===== config.mk =====
export PLATFORM = sky130hd
export DESIGN_NAME = ivu_top
export DESIGN_NICKNAME = d
export VERILOG_FILES = /design/src/rtl/ivu_pkg.sv /design/src/rtl/ivu_prio_enc.sv /design/src/rtl/ivu_req_gen.sv /design/src/rtl/ivu_top.sv
export SDC_FILE = /design/constraint.sdc
export NUM_CORES = 1
export LEC_CHECK = 0
export CAP_MARGIN = 30
export CORE_MARGIN = 4
export CORE_UTILIZATION = 30
export CTS_BUF_LIST = sky130_fd_sc_hd__clkbuf_2 sky130_fd_sc_hd__clkbuf_4 sky130_fd_sc_hd__clkbuf_8
export DETAILED_ROUTE_END_ITERATION = 6
export SLEW_MARGIN = 20
export SYNTH_ARGS = -nofsm -noshare
export SYNTH_HDL_FRONTEND = slang
export SYNTH_SLANG_ARGS = --single-unit

===== constraint.sdc =====
create_clock -name clk -period 2.8 [get_ports clk]
set_clock_uncertainty 0.1 [all_clocks]
set_input_delay 0.28 -clock clk [delete_from_list [all_inputs] [get_ports clk]]
set_output_delay 0.28 -clock clk [all_outputs]
set_load 0.01 [all_outputs]

===== src/rtl/ivu_pkg.sv =====
package ivu_pkg;
    localparam int DW = 16;

    typedef enum logic [2:0] {
        SEL_IE   = 3'd0,
        SEL_STAT = 3'd1,
        SEL_VEC  = 3'd2,
        SEL_BUF  = 3'd3,
        SEL_TEST = 3'd4
    } sel_e;

    localparam int BIT_RRDY  = 3;
    localparam int BIT_XRDY  = 4;
    localparam int BIT_BUSY  = 12;
    localparam int BUF_RXEN  = 15;
    localparam int BUF_TXEN  = 7;
    localparam int TEST_FRC  = 11;

    localparam logic [DW-1:0] W1C_MASK   = 16'h0027;
    localparam logic [DW-1:0] STORE_MASK = ~(16'h1 << BIT_BUSY);
endpackage


===== src/rtl/ivu_prio_enc.sv =====
module ivu_prio_enc #(
    parameter int N  = 6,
    localparam int IW = (N > 1) ? $clog2(N) : 1
) (
    input  logic [N-1:0]  req,
    output logic          valid,
    output logic [IW-1:0] idx
);
    always_comb begin
        idx = '0;
        for (int i = N - 1; i >= 0; i--) begin
            if (req[i]) idx = IW'(i);
        end
        valid = |req;
    end
endmodule


===== src/rtl/ivu_req_gen.sv =====
module ivu_req_gen #(
    parameter int N = 6
) (
    input  logic [N-1:0] src,
    input  logic [N-1:0] ena,
    input  logic         rrdy,
    input  logic         xrdy,
    input  logic         rx_en,
    input  logic         tx_en,
    output logic         irq,
    output logic         rx_req,
    output logic         tx_req
);
    always_comb begin
        irq    = |(src & ena);
        rx_req = rx_en & rrdy;
        tx_req = tx_en & xrdy;
    end
endmodule


===== src/rtl/ivu_top.sv =====
module ivu_top
    import ivu_pkg::*;
#(
    parameter int          N_SRC   = 6,
    parameter logic [7:0]  NEW_REV = 8'h34,
    localparam int         IW      = (N_SRC > 1) ? $clog2(N_SRC) : 1
) (
    input  logic          clk,
    input  logic          rst_n,
    input  logic [7:0]    revision,
    input  logic [2:0]    reg_sel,
    input  logic          wr_en,
    input  logic          rd_en,
    input  logic [15:0]   wdata,
    output logic [15:0]   rdata,
    input  logic [15:0]   hw_set,
    input  logic          bus_busy,
    output logic          irq,
    output logic          rx_dma_req,
    output logic          tx_dma_req
);
    typedef struct packed {
        logic [DW-1:0]    stat;
        logic [N_SRC-1:0] ie;
        logic             rx_en;
        logic             tx_en;
    } state_t;

    state_t s_d, s_q;

    logic             is_new;
    logic [N_SRC-1:0] ie_mask;
    logic [N_SRC-1:0] pend;
    logic             pe_valid;
    logic [IW-1:0]    pe_idx;
    logic [DW-1:0]    clr_d, frc_d, vec_val;
    logic             vec_rd;

    assign is_new  = (revision >= NEW_REV);
    assign ie_mask = is_new ? {N_SRC{1'b1}} : {1'b0, {(N_SRC-1){1'b1}}};
    assign pend    = s_q.stat[N_SRC-1:0] & s_q.ie;
    assign vec_rd  = rd_en && (reg_sel == SEL_VEC) && !is_new;

    ivu_prio_enc #(.N(N_SRC)) u_pe (
        .req   (pend),
        .valid (pe_valid),
        .idx   (pe_idx)
    );

    assign vec_val = pe_valid ? (DW'(pe_idx) + DW'(1)) : '0;

    always_comb begin
        s_d   = s_q;
        clr_d = '0;
        frc_d = '0;
        if (wr_en) begin
            case (reg_sel)
                SEL_IE:   s_d.ie = wdata[N_SRC-1:0] & ie_mask;
                SEL_STAT: if (is_new) clr_d = wdata & W1C_MASK;
                SEL_BUF: begin
                    s_d.rx_en = wdata[BUF_RXEN];
                    s_d.tx_en = wdata[BUF_TXEN];
                    if (wdata[BUF_RXEN]) s_d.ie[BIT_RRDY] = 1'b0;
                    if (wdata[BUF_TXEN]) s_d.ie[BIT_XRDY] = 1'b0;
                end
                SEL_TEST: if (is_new && wdata[TEST_FRC]) frc_d[N_SRC-1:0] = '1;
                default: ;
            endcase
        end
        if (vec_rd && pe_valid) clr_d[pe_idx] = 1'b1;
        s_d.stat = ((s_q.stat & ~clr_d) | frc_d | hw_set) & STORE_MASK;
    end

    always_ff @(posedge clk) begin
        if (!rst_n) s_q <= '0;
        else        s_q <= s_d;
    end

    always_comb begin
        case (reg_sel)
            SEL_IE:   rdata = DW'(s_q.ie);
            SEL_STAT: rdata = (s_q.stat & STORE_MASK) | (DW'(bus_busy) << BIT_BUSY);
            SEL_VEC:  rdata = is_new ? '0 : vec_val;
            SEL_BUF:  rdata = (DW'(s_q.rx_en) << BUF_RXEN) | (DW'(s_q.tx_en) << BUF_TXEN);
            default:  rdata = '0;
        endcase
    end

    ivu_req_gen #(.N(N_SRC)) u_rg (
        .src    (s_q.stat[N_SRC-1:0]),
        .ena    (s_q.ie),
        .rrdy   (s_q.stat[BIT_RRDY]),
        .xrdy   (s_q.stat[BIT_XRDY]),
        .rx_en  (s_q.rx_en),
        .tx_en  (s_q.tx_en),
        .irq    (irq),
        .rx_req (rx_dma_req),
        .tx_req (tx_dma_req)
    );

    a_r3_rx_gated: assert property (@(posedge clk) disable iff (!rst_n)
        rx_dma_req |-> s_q.rx_en);
    a_r4_vec_clears: assert property (@(posedge clk) disable iff (!rst_n)
        (vec_rd && pe_valid && !hw_set[pe_idx]) |=> !s_q.stat[$past(pe_idx)]);
    a_r6_old_ie_width: assert property (@(posedge clk) disable iff (!rst_n)
        (wr_en && reg_sel == SEL_IE && !is_new) |=> !s_q.ie[N_SRC-1]);
    a_r7_old_stat_ro: assert property (@(posedge clk) disable iff (!rst_n)
        (wr_en && reg_sel == SEL_STAT && !is_new && !rd_en && hw_set == '0) |=> $stable(s_q.stat));
    a_r8_dma_drops_ie: assert property (@(posedge clk) disable iff (!rst_n)
        (wr_en && reg_sel == SEL_BUF && wdata[BUF_RXEN]) |=> !s_q.ie[BIT_RRDY]);
    a_r10_force: assert property (@(posedge clk) disable iff (!rst_n)
        (wr_en && reg_sel == SEL_TEST && is_new && wdata[TEST_FRC]) |=> (&s_q.stat[N_SRC-1:0]));
    a_r11_set_wins: assert property (@(posedge clk) disable iff (!rst_n)
        hw_set[0] |=> s_q.stat[0]);
endmodule


==> reports/results.ini <==
[synthesis]
syn_inst=151
ys.flop_type=dfxtp_1
synth.most_common_cell=dfxtp_1
yosys.area_share.simple_pct=27.2
synth-edff-count=0
synth.distinct_cells=40
synth_seq_area_share_pct=35.2
synthTopCellsByArea=dfxtp_1 35%, o21a_1 6.3%, mux2i_1 6.1%
synthAdderAreaFrac_pct=0.958
yosysTopAreaCell=dfxtp_1
yosys_warnings=0
synthesis.nets=200
synth_top_family_by_area=simple AND/OR/NAND/NOR gates
ys_ff_latch=23
avgSynthCellArea_um2=8.65
synth_compound_area_share_pct=26.3
synth_commonest_cells=23 x dfxtp_1, 21 x nand2_1, 11 x o21a_1
synth.area.mux_share_pct=6.13
synth_xor_area_share_pct=0.670
async_flop_share_pct=0
synth_top_cell_area_share_pct=35.2
syn_area_um2=1310

[grt]
grt_pass1_vias=1348
use_met3_pct=1.89
antenna_found_initial=0
top_usage_layer=met2
grt_util_all_layers_pct=15.3
global_route.usage.met1_pct=21.5
grt_overflow=0
grt_max_degree=15
grt_pass1_wl_um=6500
grtUsageMet2_pct=23.9

[sta]
worstMarginPinSlew_ps=495
drv_slew=0
max_freq_mhz=382
max_slew_margin_pct=66.9
tns_ps=0
hold_viol=0
finalSetupViolCount=0
fin_crit_sh_pct=93.5
rsz0062_at_grt=false
period_minus_slack_ps=2620
fin_ws_ps=182

[placement]
gp_congestion=0.863
portBuffers=56
place_ws_ps=319
dpl.hpwl_um=3320

[clock_tree]
cts_tree=built
cts_resized=0
clk_path_buf_depth=2
cts_hold_buf=0
cts.sinks=23
clk_pin_slew_ps=80
cts_buffers=3
ctsRootBufferMaster=clkbuf_8
postCtsSetupBuffers=0
clk_latency_ps=260
htreeDepth=1

[routing]
drt-total-wl_um=4110
vias=1395
first_pass_iters=4
drc=0
viasPerCell=5.41
ant_nets=0
wl_per_cell_um=15.9
dr.first_iter.drc_count=146

[critical_path]
r2r-start=s_q[9]
critPathBufInv=1
critical_path_depth=7
critPathKind=flop to output pin
cp-start-kind=flop
cp.required_ps=2420
slowest_delay_ps=560
crit_path_start=s_q[7]
crit_path_end_kind=output pin
worstPathArrival_ps=2240
r2r_cells=4
crit_chain=a21boi_1 -> a222oi_1 -> a211oi_2 -> ha_1 -> xor2_1 -> o22ai_1 -> clkdlybuf4s50_1
slowest_stage=clkdlybuf4s50_1
path_max_fanout=4
critical-path-top-delay-family=compound AO/OA/AOI/OAI gates

[floorplanning]
die_x_um=74.0
ioPinCount=67
initial_core_util_pct=31.7
die_h_um=74.0
die-area_um2=5470
core_area_um2=4120
row_count=23

[min_path]
min_from=s_q[18]
worstHoldPathCells=1
hp-class=flop to flop

[outcome]
status=completed

[finish]
synthToLayoutAreaGrowth_pct=52.1
largest_reg_flops=23
fillCellCount=385
largestRegisters=s_q x23
top_register=s_q
fin_nets=258
drive_gt1_share_pct=8.17
diodes=0

[job]
cap_violations=0

[power]
ir_worst_vdd_v=0.000239
leakagePower_uw=0.000758
p_per_area_nw_per_um2=372

## cell families (layout without fill, tap and decap cells)
group / after synthesis / in the layout
multiplexers: 8 / 8
XOR/XNOR: 1 / 1
flip-flops: 23 / 23
AO/OA/AOI/OAI: 43 / 43
buffers and inverters: 10 / 67
adder cells (fa/ha/maj): 1 / 1
AND/OR/NAND/NOR: 65 / 65
## metrics by stage
step / instance area (um2) / util, % / hold slack (ps) / cells / total power, uW
final: 1990 / 48.3 / 355 / 258 / 740
after global placement: 1930 / 47.0 / 327 / 254 / 524
after detailed placement: 1930 / 47.0 / 338 / 254 / 528
after CTS: 1980 / 48.2 / 360 / 258 / 747
after global routing: 1990 / 48.3 / 384 / 258 / 778
after floorplan: 1310 / - / 290 / 151 / 437
## power by group
group          total [uW]  internal (uW)  switching, uW
logic                 158           95.8           61.8
registers             364            346           17.6
clock network         219            111            107
total                 740            553            187
## worst paths after layout
kind	slack [ps]	end
worst max register to register	1310	s_q[11]
worst max-delay path	180	rdata[2]
worst min register to register	360	s_q[18]
worst min-delay path	360	s_q[18]
## cells in the final DEF, fill, tap and decap left out, types with 2 or more instances in the layout
master,instances
a21boi_0,2
a21boi_1,7
a22o_1,2
a22oi_1,2
a41oi_1,2
and2_1,4
and3_1,8
buf_4,6
clkbuf_8,3
clkdlybuf4s50_1,56
dfxtp_1,23
mux2i_1,8
nand2_1,21
nand3_1,5
nand4_1,7
nor2_1,10
nor2b_1,2
o21a_1,11
o21bai_1,3
o22ai_1,3
o31a_1,3
## per-layer routing
layer | vias up | wire, um
met4 | 0 | 71
met1 | 658 | 1850
met2 | 52 | 1910
li1 | 679 | -
met5 | - | 0
met3 | 6 | 272
## layout make-up
type	count	area, um2	area share, %
multi-input cells	118	806	40.6
flip-flops and latches	23	460	23.2
repair buffers	62	606	30.5
well taps	50	62.6	3.15
inverters	1	3.75	0.189
clock buffers	4	48.8	2.46
## worst register-to-register path, cell delays in order (launching register included)
cell and delay [ps]:
dfxtp_1 370, a22oi_2 300, nand4_2 170, o21a_1 230, o31a_1 230
(Power assumes the default switching activity.)
